[src/rtl/urt_pkg.sv]
`timescale 1ns/1ps
package urt_pkg;

  typedef enum logic {
    DIR_DOWN = 1'b0,
    DIR_UP   = 1'b1
  } dir_e;

  typedef struct packed {
    logic hit;   // a wrap happens on this tick
    dir_e dir;   // direction in force for the tick
  } wrap_t;

endpackage

[src/rtl/urt_pin_sync.sv]
`timescale 1ns/1ps
module urt_pin_sync #(
  parameter int               NPINS     = 2,
  parameter int               STAGES    = 2,
  parameter logic [NPINS-1:0] FALL_MASK = '0
) (
  input  logic             clk,
  input  logic             rst,
  input  logic [NPINS-1:0] pin_i,
  output logic [NPINS-1:0] sync_o
);

  for (genvar g = 0; g < NPINS; g++) begin : g_pin
    logic [STAGES-1:0] chain_q;
    logic              level;

    always_ff @(posedge clk) begin
      if (rst) chain_q <= '0;
      else     chain_q <= {chain_q[STAGES-2:0], pin_i[g]};
    end
    assign level = chain_q[STAGES-1];

    if (FALL_MASK[g]) begin : g_fall
      logic prev_q;
      always_ff @(posedge clk) begin
        if (rst) prev_q <= 1'b0;
        else     prev_q <= level;
      end
      assign sync_o[g] = prev_q & ~level;

      // a detected fall lasts one cycle only
      p_fall_pulse_r10: assert property (@(posedge clk) disable iff (rst)
        sync_o[g] |=> !sync_o[g]);
    end else begin : g_level
      assign sync_o[g] = level;
    end
  end

endmodule

[src/rtl/urt_reload_reg.sv]
`timescale 1ns/1ps
module urt_reload_reg #(
  parameter  int WIDTH  = 16,
  parameter  int LANE   = 8,
  localparam int NLANES = WIDTH / LANE
) (
  input  logic              clk,
  input  logic              rst,
  input  logic [NLANES-1:0] we,
  input  logic [WIDTH-1:0]  wdata,
  output logic [WIDTH-1:0]  value_o
);

  for (genvar g = 0; g < NLANES; g++) begin : g_lane
    logic [LANE-1:0] lane_q;

    always_ff @(posedge clk) begin
      if (rst)        lane_q <= '0;
      else if (we[g]) lane_q <= wdata[g*LANE +: LANE];
    end
    assign value_o[g*LANE +: LANE] = lane_q;

    p_lane_write_r9: assert property (@(posedge clk) disable iff (rst)
      we[g] |=> value_o[g*LANE +: LANE] == $past(wdata[g*LANE +: LANE]));
    p_lane_hold_r9: assert property (@(posedge clk) disable iff (rst)
      !we[g] |=> $stable(value_o[g*LANE +: LANE]));
  end

endmodule

[src/rtl/urt_count_core.sv]
`timescale 1ns/1ps
module urt_count_core
  import urt_pkg::*;
#(
  parameter  int WIDTH  = 16,
  parameter  int LANE   = 8,
  localparam int NLANES = WIDTH / LANE
) (
  input  logic              clk,
  input  logic              rst,
  input  logic              tick,
  input  logic              run,
  input  logic              dn_en,
  input  logic              dir_up,
  input  logic [NLANES-1:0] cnt_we,
  input  logic [WIDTH-1:0]  wdata,
  input  logic [WIDTH-1:0]  reload,
  input  logic              flag_clr,
  output logic [WIDTH-1:0]  count_o,
  output logic              flag_o,
  output logic              ext_o,
  output logic              irq_o
);

  localparam logic [WIDTH-1:0] ALL_ONES = {WIDTH{1'b1}};

  logic [WIDTH-1:0] count_q, count_d, merged;
  logic             flag_q, ext_q, irq_q;
  logic             any_we, step;
  wrap_t            wr;

  // byte-lane merge of a software write into the count
  for (genvar g = 0; g < NLANES; g++) begin : g_merge
    assign merged[g*LANE +: LANE] = cnt_we[g] ? wdata[g*LANE +: LANE]
                                              : count_q[g*LANE +: LANE];
  end

  always_comb begin
    any_we = |cnt_we;
    step   = run & tick & ~any_we;
    wr.dir = (!dn_en || dir_up) ? DIR_UP : DIR_DOWN;
    wr.hit = step & ((wr.dir == DIR_UP) ? (count_q == ALL_ONES)
                                        : (count_q == reload));
    if (any_we)
      count_d = merged;
    else if (wr.hit)
      count_d = (wr.dir == DIR_UP) ? reload : ALL_ONES;
    else if (step)
      count_d = (wr.dir == DIR_UP) ? count_q + 1'b1 : count_q - 1'b1;
    else
      count_d = count_q;
  end

  always_ff @(posedge clk) begin
    if (rst) begin
      count_q <= '0;
      flag_q  <= 1'b0;
      ext_q   <= 1'b0;
      irq_q   <= 1'b0;
    end else begin
      count_q <= count_d;
      irq_q   <= wr.hit;
      if (wr.hit)        flag_q <= 1'b1;
      else if (flag_clr) flag_q <= 1'b0;
      if (wr.hit && dn_en) ext_q <= ~ext_q;
    end
  end

  assign count_o = count_q;
  assign flag_o  = flag_q;
  assign ext_o   = ext_q;
  assign irq_o   = irq_q;

  // no step without run and tick
  p_hold_stopped_r2: assert property (@(posedge clk) disable iff (rst)
    (!(run && tick) && cnt_we == '0) |=> $stable(count_q));
  p_single_step_r2: assert property (@(posedge clk) disable iff (rst)
    (run && tick && cnt_we == '0 && (!dn_en || dir_up) && count_q != ALL_ONES)
    |=> count_q == WIDTH'($past(count_q) + 1'b1));
  // up wrap loads the reload value and flags
  p_up_wrap_r3: assert property (@(posedge clk) disable iff (rst)
    (run && tick && cnt_we == '0 && (!dn_en || dir_up) && count_q == ALL_ONES)
    |=> (count_q == $past(reload)) && flag_q);
  // down wrap at the reload floor loads all ones
  p_down_wrap_r5: assert property (@(posedge clk) disable iff (rst)
    (run && tick && cnt_we == '0 && dn_en && !dir_up && count_q == reload)
    |=> (count_q == ALL_ONES) && flag_q);
  // extension bit moves only on up/down-mode steps
  p_ext_quiet_r4: assert property (@(posedge clk) disable iff (rst)
    !(run && tick && cnt_we == '0 && dn_en) |=> $stable(ext_q));
  // request only with the flag up
  p_irq_flag_r6: assert property (@(posedge clk) disable iff (rst)
    irq_q |-> flag_q);
  // flag sticky until cleared
  p_flag_sticky_r7: assert property (@(posedge clk) disable iff (rst)
    (flag_q && !flag_clr) |=> flag_q);
  // written lanes take the write data
  for (genvar g = 0; g < NLANES; g++) begin : g_wchk
    p_write_lane_r8: assert property (@(posedge clk) disable iff (rst)
      cnt_we[g] |=> count_q[g*LANE +: LANE] == $past(wdata[g*LANE +: LANE]));
  end

endmodule

[src/rtl/updn_reload_timer.sv]
`timescale 1ns/1ps
module updn_reload_timer #(
  parameter  int WIDTH       = 16,
  parameter  int LANE        = 8,
  parameter  int SYNC_STAGES = 2,
  localparam int NLANES      = WIDTH / LANE
) (
  input  logic              clk,
  input  logic              rst,
  input  logic              int_tick,
  input  logic              cnt_pin,
  input  logic              dir_pin,
  input  logic              sel_ext,
  input  logic              run,
  input  logic              dn_en,
  input  logic [NLANES-1:0] cnt_we,
  input  logic [NLANES-1:0] rld_we,
  input  logic [WIDTH-1:0]  wdata,
  input  logic              flag_clr,
  output logic [WIDTH-1:0]  count_o,
  output logic [WIDTH-1:0]  reload_o,
  output logic              ovf_flag_o,
  output logic              ext_o,
  output logic              irq_o
);

  // pin 0: count pin (fall detect), pin 1: direction level
  logic [1:0]       pins_s;
  logic [WIDTH-1:0] reload;
  logic             tick_sel;

  urt_pin_sync #(
    .NPINS    (2),
    .STAGES   (SYNC_STAGES),
    .FALL_MASK(2'b01)
  ) u_sync (
    .clk   (clk),
    .rst   (rst),
    .pin_i ({dir_pin, cnt_pin}),
    .sync_o(pins_s)
  );

  assign tick_sel = sel_ext ? pins_s[0] : int_tick;

  urt_reload_reg #(
    .WIDTH(WIDTH),
    .LANE (LANE)
  ) u_reload (
    .clk    (clk),
    .rst    (rst),
    .we     (rld_we),
    .wdata  (wdata),
    .value_o(reload)
  );

  urt_count_core #(
    .WIDTH(WIDTH),
    .LANE (LANE)
  ) u_core (
    .clk     (clk),
    .rst     (rst),
    .tick    (tick_sel),
    .run     (run),
    .dn_en   (dn_en),
    .dir_up  (pins_s[1]),
    .cnt_we  (cnt_we),
    .wdata   (wdata),
    .reload  (reload),
    .flag_clr(flag_clr),
    .count_o (count_o),
    .flag_o  (ovf_flag_o),
    .ext_o   (ext_o),
    .irq_o   (irq_o)
  );

  assign reload_o = reload;

  // in external mode the internal tick alone never moves the count
  p_int_ignored_r10: assert property (@(posedge clk) disable iff (rst)
    (sel_ext && !pins_s[0] && cnt_we == '0) |=> $stable(count_o));

endmodule

[config.mk]
export PLATFORM = sky130hd
export DESIGN_NAME = updn_reload_timer
export DESIGN_NICKNAME = d
export VERILOG_FILES = /design/src/rtl/urt_pkg.sv /design/src/rtl/urt_pin_sync.sv /design/src/rtl/urt_reload_reg.sv /design/src/rtl/urt_count_core.sv /design/src/rtl/updn_reload_timer.sv
export SDC_FILE = /design/constraint.sdc
export NUM_CORES = 1
export LEC_CHECK = 0
export BUFFER_PORTS_ARGS = -buffer_cell sky130_fd_sc_hd__buf_2
export CAP_MARGIN = 5
export CORE_ASPECT_RATIO = 0.75
export CORE_MARGIN = 5
export CORE_UTILIZATION = 40
export CTS_BUF_LIST = sky130_fd_sc_hd__clkbuf_8
export DETAILED_ROUTE_END_ITERATION = 10
export PLACE_DENSITY_LB_ADDON = 0.2
export SLEW_MARGIN = 10
export SYNTH_ARGS = -nofsm -noshare
export SYNTH_HDL_FRONTEND = slang
export SYNTH_SLANG_ARGS = --single-unit
[constraint.sdc]
create_clock -name clk -period 6.77 [get_ports clk]
set_input_delay 1.0155 -clock clk [delete_from_list [all_inputs] [get_ports clk]]
set_output_delay 1.0155 -clock clk [all_outputs]
set_load 0.02 [all_outputs]
==> results by stage, run 1 <==
Run status:
- The run finished with clean final reports.

Timing:
- The total negative slack for setup checks is 0 ps.
- The final critical path takes up a little under 60% of the cycle.
- Measured against its own limit, the worst slew margin works out to slightly below 30%.
- Timing would allow up to between 200 and 300 MHz.
- The worst-case clock skew is 9.53 ps.
- The total count of max-transition violations in the final report was 0.
- Setup violations remaining at the end of the flow were counted as 0.
- Setup repair after global routing left no endpoint under its margin.
- For the pin with the worst max-slew slack, the measured transition is 1040 ps.
- The number of hold violations in the final report is 0.
- The minimum setup slack in the final design is around 2900 ps.
- The shortest period the worst path allows is 3920 ps.

Detailed routing:
- The total number of vias is around 3300.
- The average via count per standard cell is ~6.1.
- The first-pass detailed-route iteration total is 5.
- After detailed routing, the average wire length per cell comes to 18.7 um.
- Once detail routing completed, the nets flagged for antenna violations numbered 0.
- The total length of routed wires is between 10000 and 15000 um.
- The number of DRC markers after the initial detailed-route iteration is 280.
- After detailed routing, the number of remaining DRC violations is 0.

Synth:
- The number of cells produced by synthesis is 402.
- Summing the areas of all and, or, nand and nor instances in the mapped netlist gives between 20% and 30% of the synthesized area.
- The mux share of post-synthesis cell area is under 10%.
- The share of the synthesized area in compound gates (AO/OA/AOI/OAI) is approximately a quarter.
- The adder-cell share of the synthesized area is 0.415%.
- The number of flops mapped to enable cells by yosys is 0.
- The library cell with the highest instance count after synthesis is sky130_fd_sc_hd__nor2_1.
- During synthesis, Yosys emitted a total of 0 warnings.
- The mapped cell area is 0.00302 mm2.
- Yosys attributes the largest share of cell area to sky130_fd_sc_hd__dfxtp_1, sky130_fd_sc_hd__mux2i_1, sky130_fd_sc_hd__nor2_1, sky130_fd_sc_hd__a21oi_1, sky130_fd_sc_hd__xnor2_1.
- In the synthesized netlist, the cells that appear most often are sky130_fd_sc_hd__nor2_1, sky130_fd_sc_hd__dfxtp_1, sky130_fd_sc_hd__a21oi_1.
- The number of different library cells in the post-synthesis netlist is 63.
- The synthesized netlist net count is 432.
- The cell taking the most area after synthesis is sky130_fd_sc_hd__dfxtp_1.
- Summing the areas of all xor and xnor instances in the mapped netlist gives 5.81% of the synthesized area.
- For this run, the leading register cell type out of synthesis is sky130_fd_sc_hd__dfxtp_1.
- After synthesis, the mean cell area works out to 7.50 um2.
- For this run, asynchronously set or reset flops after synthesis account for 0%.
- The synthesized design contains 40 register bits.
- Of the synthesized area, sequential elements account for 26.6%.
- By area, the combinational part of the netlist is dominated by simple AND/OR/NAND/NOR gates.
- Of the post-synthesis cell area, the dominant cell type holds a little over a quarter.

Clock network:
- The later pin in the worst-skew pair is clocked with a latency of 300 ps.
- The buffer levels on the longest clock path is 2.
- The post-CTS repair timing setup buffer count is 0.
- The root buffer selected by CTS is sky130_fd_sc_hd__clkbuf_8.
- The number of levels in the clock H-tree is 2.
- The TritonCTS clock tree is done.
- Clock-pin slew was measured on the worst setup and hold paths at 90 ps.
- In this run, post-CTS hold repair placed 0 buffers.
- For this design, the sink count on the clock tree is 40.
- The number of buffers inserted during clock tree synthesis is 5.
- Gates resized during post-CTS repair numbered 0.

Floorplan:
- From bottom edge to top edge, the die measures 85.2 um.
- The area of the placeable core is between 0.007 and 0.008 mm2.
- The die boundary width is 110 um.
- The initialized floorplan defines 27 standard-cell rows.
- The die covers 0.00939 mm2.
- The total I/O pin count is 64.
- The initial utilization of the core area, before any placement, comes to 41.1%.

Global route:
- The global routing usage summed across all routing layers is between 20% and 30%.
- The number of global-route vias before repair is 3122.
- The number of antenna violations at the first check in global routing was 0.
- The maximum number of pins on one net before global-route repair is 45.
- Global routing finished with a remaining overflow of 0.
- The first global-routing pass estimated 16400 um of wire.

Power:
- IR analysis of the VDD net gives a maximum drop of 0.0933 mV.
- For this design the ratio of total power to cell area is 184 mW/mm2.
- The design draws 623 uW.
- In this run the static leakage power is around 0.0014 uW.

Setup path:
- Data on the critical path is required at its endpoint by 7000 ps.
- The endpoint type of the worst setup path is a flop.
- The critical setup path kind is primary input to flop.
- The arrival time of data at the critical path endpoint is slightly above 4000 ps.
- The highest net fanout along the worst path is 21.
- The kind of launch point of the worst setup path is a primary input.

Place:
- The pre-CTS worst setup slack is 2620 ps.
- The placed cell area is 0.00331 mm2.
- Once detailed placement completed, the half-perimeter wirelength came to approximately 7300 um.
- Input and output buffers added on the ports amount to 63.
- The weighted congestion reported at the end of routability-driven placement is about 0.96.

Layout:
- The number of antenna diodes in the final layout is 0.
- The area growth from synthesis to layout is 12.4%.
- After routing the design area is between 0.003 and 0.004 mm2.
- The share of final-layout standard cells stronger than drive strength 1 is 19.5%.
- Cells fill 46.2% of the core in the end.
- The net count reported at finish is 466.

Worst hold path:
- The type of the most critical hold path is flop to flop.

Flow run:
- The tool flagged a number of max-cap violations equal to 0.
path summary, 6_finish.rpt:
path / startpoint / endpoint / slack [ps] / cells after the start
setup / recovery: dn_en / u_core.count_o[14] / 2850 / 9
hold / removal: u_sync.g_pin[1].chain_q[0] / u_sync.g_pin[1].chain_q[1] / 440 / 1
setup reg to reg: u_sync.g_pin[1].chain_q[1] / u_core.count_o[12] / 3170 / 11
hold reg to reg: u_sync.g_pin[1].chain_q[0] / u_sync.g_pin[1].chain_q[1] / 440 / 1
placed cells by master (no fill, tap or decap), types with 2 or more instances in the layout:
cell,synthesis,final
sky130_fd_sc_hd__a211o_1,3,3
sky130_fd_sc_hd__a211oi_1,3,3
sky130_fd_sc_hd__a21oi_1,26,26
sky130_fd_sc_hd__a221oi_1,3,3
sky130_fd_sc_hd__a22oi_1,12,12
sky130_fd_sc_hd__a31oi_1,4,4
sky130_fd_sc_hd__a41oi_1,2,2
sky130_fd_sc_hd__and2_1,4,4
sky130_fd_sc_hd__and3_1,5,5
sky130_fd_sc_hd__buf_2,5,63
sky130_fd_sc_hd__buf_4,2,2
sky130_fd_sc_hd__clkbuf_8,0,5
sky130_fd_sc_hd__dfxtp_1,40,40
sky130_fd_sc_hd__inv_1,18,18
sky130_fd_sc_hd__mux2_2,3,3
sky130_fd_sc_hd__mux2i_1,21,21
sky130_fd_sc_hd__nand2_1,17,17
sky130_fd_sc_hd__nand2b_1,9,9
sky130_fd_sc_hd__nand3_1,10,10
sky130_fd_sc_hd__nand4_1,8,8
sky130_fd_sc_hd__nor2_1,47,47
sky130_fd_sc_hd__nor2b_1,10,10
sky130_fd_sc_hd__nor3_1,14,14
sky130_fd_sc_hd__nor3b_1,5,5
sky130_fd_sc_hd__nor4_1,6,6
sky130_fd_sc_hd__nor4b_1,2,2
sky130_fd_sc_hd__o21ai_0,11,11
sky130_fd_sc_hd__o21ai_1,2,2
sky130_fd_sc_hd__o221ai_1,4,4
sky130_fd_sc_hd__o22ai_1,12,12
sky130_fd_sc_hd__o31a_1,2,2
sky130_fd_sc_hd__o31ai_1,2,2
sky130_fd_sc_hd__o32ai_1,7,7
sky130_fd_sc_hd__or2_2,6,6
sky130_fd_sc_hd__or3_1,2,2
sky130_fd_sc_hd__xnor2_1,11,11
sky130_fd_sc_hd__xor2_1,9,9
power by group:
part,total [uW],internal [uW],switching (uW)
logic,177,72.8,105
clock network,161,70.0,91.4
registers,284,249,35.4
total,623,391,232
sequential cells by signal, indices dropped and copies added, names as in the netlist:
| register | flops |
|---|---|
| u_core.flag_o | 1 |
| u_core.count_o | 16 |
| u_core.ext_o | 1 |
| u_sync.g_pin.g_fall.prev_q | 1 |
| u_reload.g_lane.lane_q | 16 |
| u_sync.g_pin.chain_q | 4 |
| u_core.irq_o | 1 |
through the flow:
step / cells / hold slack, ps
floorplan: 402 / 414
global placement: 530 / 423
detailed placement: 530 / 430
CTS: 537 / 451
global route: 537 / 459
finish: 537 / 438
metal layers:
layer  global-route usage [%]  share of wire, %  up-vias
met4                     4.14              0.42        0
met1                     33.1                49     1557
met3                     5.48                10        4
met2                     30.7                40      181
li1                         -                 -     1533
met5                        0                 0        -
critical path: stages:
cell and delay, ps:
sky130_fd_sc_hd__buf_2 200, sky130_fd_sc_hd__and2b_1 570, sky130_fd_sc_hd__buf_4 370, sky130_fd_sc_hd__a32o_1 200, sky130_fd_sc_hd__o32ai_1 140, sky130_fd_sc_hd__a2111o_1 330
sky130_fd_sc_hd__nor2_2 750, sky130_fd_sc_hd__mux2_2 410, sky130_fd_sc_hd__o221ai_1 170
area by class of cell:
type,instances,area (um2)
well taps,101,126
clock buffers,5,68.8
repair buffers,65,330
inverters,18,67.6
fillers,753,3940
clock inverters,2,12.5
flip-flops and latches,40,801
multi-input cells,306,1980
cell families (layout without fill, tap and decap cells):
family / Yosys count / count (layout)
and+or+nand+nor: 155 / 155
AOI/OAI and AO/OA: 105 / 105
buffers and inverters: 56 / 90
DFF: 40 / 40
muxes: 25 / 25
xor gates and xnor gates: 20 / 20
adders and majority gates: 1 / 1
(Power assumes the default switching activity.)
==> run 2, diff against run 1 <==
--- a/config.mk
+++ b/config.mk
@@ -5,6 +5,7 @@
 export SDC_FILE = /design/constraint.sdc
 export NUM_CORES = 1
 export LEC_CHECK = 0
+export ABC_AREA = 1
 export BUFFER_PORTS_ARGS = -buffer_cell sky130_fd_sc_hd__buf_2
 export CAP_MARGIN = 5
 export CORE_ASPECT_RATIO = 0.75
==> constraint.sdc (replaced) <==
create_clock -name clk -period 3.3 [get_ports clk]
set_input_delay 0.495 -clock clk [delete_from_list [all_inputs] [get_ports clk]]
set_output_delay 0.495 -clock clk [all_outputs]
set_load 0.02 [all_outputs]
==> results by stage, run 2 <==
Timing:
- Setup repair after global routing left no endpoint under its margin.
- The number of endpoints failing setup at the final stage is 0.
- Setup slack closes at 769 ps.
- The shortest period the worst path allows is 2530 ps.
- For the pin with the worst max-slew slack, the measured transition is between 800 and 900 ps.
- Based on the critical path, the design can be clocked at up to around 400 MHz.
- The final critical path takes up 76.7% of the cycle.
- The total count of max-transition violations in the final report is 0.
- In the final timing run, aggregate negative setup slack is 0 ps.
- The worst-case clock skew is 6.49 ps.
- The number of hold violations in the final report is 0.
- The worst slew margin relative to its limit is 44.1%.

Detailed routing:
- Detailed routing inserted a total of 3669 vias.
- Before antenna repair, the detailed router went through 7 iterations.
- The number of nets still failing antenna checks after routing is 0.
- The total length of routed wires is 10400 um.
- The number of DRC markers after the initial detailed-route iteration is between 200 and 300.
- Dividing the detail-routed via count by the number of cells gives 5.31.
- In the final routed layout, each cell accounts on average for ~15 um.
- After detailed routing, the number of remaining DRC violations is 0.

Floorplan:
- In this run the vertical extent of the chip is between 80 and 90 um.
- After floorplanning, the core was sized to cover 0.00747 mm2.
- In this run the core area contains 27 standard-cell rows.
- For this design the top-level I/O count stands at 64.
- Once the floorplan was initialized, standard cells occupied between 40% and 50% of the core.
- The die boundary width is between 100 and 150 um.
- The die covers about 0.0097 mm2.

Global route:
- The global routing usage summed across all routing layers is 21.0%.
- Global routing finished with a remaining overflow of 0.
- Entering global routing, the biggest net connects 46 pins.
- The number of antenna violations at the first check in global routing was 0.
- The global-route wire length before repair is 16600 um.
- The number of global-route vias before repair came to 3191.

Layout:
- The layout overhead on the synthesized area is 14.4%.
- The most common cell after layout, fill and taps aside is sky130_fd_sc_hd__nand2_1.
- The filler cell count in the final layout is 832.
- The number of antenna diodes in the final layout is 0.
- The top cell types in the final layout, fill and taps aside, are sky130_fd_sc_hd__nand2_1, sky130_fd_sc_hd__buf_2, sky130_fd_sc_hd__nor2_1, sky130_fd_sc_hd__inv_1, sky130_fd_sc_hd__nand3_1.
- The post-layout utilization of the core is 47.7%.
- The post-route netlist has 16.9% of its cells at a drive strength greater than 1.
- The net count reported at finish is 619.
- The final cell count without fillers is 691.

Setup path:
- STA classifies the critical path endpoint as a flop.
- The highest cell delay on the worst timing path is between 300 and 400 ps.
- The kind of launch point of the worst setup path is a flop.
- Among the stages of the critical path, the cell type that occurs most often is sky130_fd_sc_hd__nand2_1.
- The critical path goes through inv_2, nand2_4, nand2_1, nand3_1, o21ai_0, nand2_1, nor2_4, nand3_4, nand3_1, nand2_1, nand2_1, a21oi_1.
- The critical path is of the flop to flop type.
- On the critical path, the stage with the largest delay is an instance of sky130_fd_sc_hd__dfxtp_1.
- The endpoint required time on the critical path is ~3500 ps.
- Data on the critical path arrives at its endpoint at 2710 ps.
- Along the worst path, the maximum fanout reaches 45.

Power:
- Power spread over the standard cell area amounts to 392 mW/mm2.
- VDD sags by at most 0.174 mV.
- The post-layout total power is 1400 uW.
- The analysis attributes to cell leakage a power of 0.00183 uW.

Synth:
- Dividing the synthesized area by the synthesized cell count gives 5.80 um2.
- The cell taking the most area after synthesis is sky130_fd_sc_hd__dfxtp_1.
- By area the synthesized netlist is led by sky130_fd_sc_hd__dfxtp_1, sky130_fd_sc_hd__nand2_1, sky130_fd_sc_hd__nand3_1, sky130_fd_sc_hd__nor2_1, sky130_fd_sc_hd__inv_1.
- Yosys printed 0 warnings.
- The leading register cell type out of synthesis is sky130_fd_sc_hd__dfxtp_1.
- In this run, distinct cell masters in the synthesized netlist total 30.
- The portion of the post-synthesis area used by sequential elements is 25.7%.
- Counting flops with a built-in enable in the synthesized netlist gives 0.
- Counting every net in the synthesized netlist gives 567.
- The synthesized design contains 40 register bits.
- The mapped cell area is 0.00312 mm2.
- Synthesis handed over a netlist of 537 instances.
- The area share of the largest cell type after synthesis is 25.7%.
- For this run, asynchronously set or reset flops after synthesis account for 0%.
- The library cell with the highest instance count after synthesis is sky130_fd_sc_hd__nand2_1.
- The commonest cells after synthesis are sky130_fd_sc_hd__nand2_1, sky130_fd_sc_hd__nor2_1, sky130_fd_sc_hd__inv_1.

Clock network:
- The clock drives 40 sinks.
- The number of gates resized after cts is 0.
- The clock transition time at the flip-flop clock pins of the worst setup and hold paths is about 90 ps.
- Post-CTS timing repair inserted 0 buffers for setup.
- In this run, CTS created clock tree buffers numbering 5.
- In this run the number of H-tree levels came out at 2.
- The TritonCTS clock tree is done.
- The number of hold buffers added after CTS is 0.
- The clock latency of the later-clocked register in the worst-skew pair is 300 ps.
- The buffer levels on the longest clock path is 2.
- The root buffer selected by CTS is sky130_fd_sc_hd__clkbuf_8.

Place:
- Timing analysis after detailed placement gives a worst setup slack of 582 ps.
- The estimated wirelength of the detail-placed design is 8150 um.
- The port buffer count is 63.
- Counting tap cells, the placed design contains a total of 683 instances.
- The congestion estimate from routability-driven global placement came to 0.994.

Worst hold path:
- The min-delay analysis places its worst path in the category primary input to flop.

Flow run:
- The reported max-cap violation count is 0.

Run status:
- The flow ran to the end, and the final reports show no timing, DRC or antenna violations.
[run 2: cell type report]
type / instances / area [um2] / area share, %
multi-input cells: 409 / 1950 / 54.7
well taps: 101 / 126 / 3.55
repair buffers: 66 / 338 / 9.48
clock inverters: 2 / 13.8 / 0.386
clock buffers: 6 / 82.6 / 2.32
flip-flops and latches: 40 / 801 / 22.5
inverters: 67 / 251 / 7.06
[run 2: through the flow]
step           hold WS, ps  area [um2]
2_1_floorplan          388        3120
3_3_place_gp           397        3470
3_5_place_dp           397        3470
4_1_cts                394        3560
5_1_grt                405        3560
6_report               393        3560
[run 2: cell families after synthesis]
group                    after synthesis  synth area share (%)
buffers and inverters                 88                  11.7
XOR/XNOR                               8                  2.25
AND/OR/NAND/NOR                      289                  40.7
adder cells (fa/ha/maj)                1                 0.402
AO/OA/AOI/OAI                        111                  19.3
flip-flops                            40                  25.7
[run 2: worst max-delay path, delay by kind of cell, from the launching register on]
family	cells	cell delay, ps
and+or+nand+nor	9	1700
buffers and inverters	1	160
DFF	1	350
AOI/OAI and AO/OA	2	180
[run 2: metal layers]
metal	up-vias	track usage (%)	routed length, um
met1	1662	33.6	5210
met4	0	3.43	72
met2	150	30.0	4190
met5	-	0	0
met3	8	2.65	916
li1	1849	-	-
[run 2: final timing paths]
check | start | to | depth (start not counted) | slack (ps)
setup / recovery | u_sync.g_pin[1].chain_q[1] | u_core.count_o[14] | 12 | 770
hold / removal | dir_pin | u_sync.g_pin[1].chain_q[0] | 3 | 390
setup reg to reg | u_sync.g_pin[1].chain_q[1] | u_core.count_o[14] | 12 | 770
hold reg to reg | u_sync.g_pin[0].chain_q[0] | u_sync.g_pin[0].chain_q[1] | 2 | 410
[run 2: power by group]
part           internal [uW]  total, uW  switching (uW)
Clock                    171        360             189
Sequential               516        563            46.8
Combinational            153        474             321
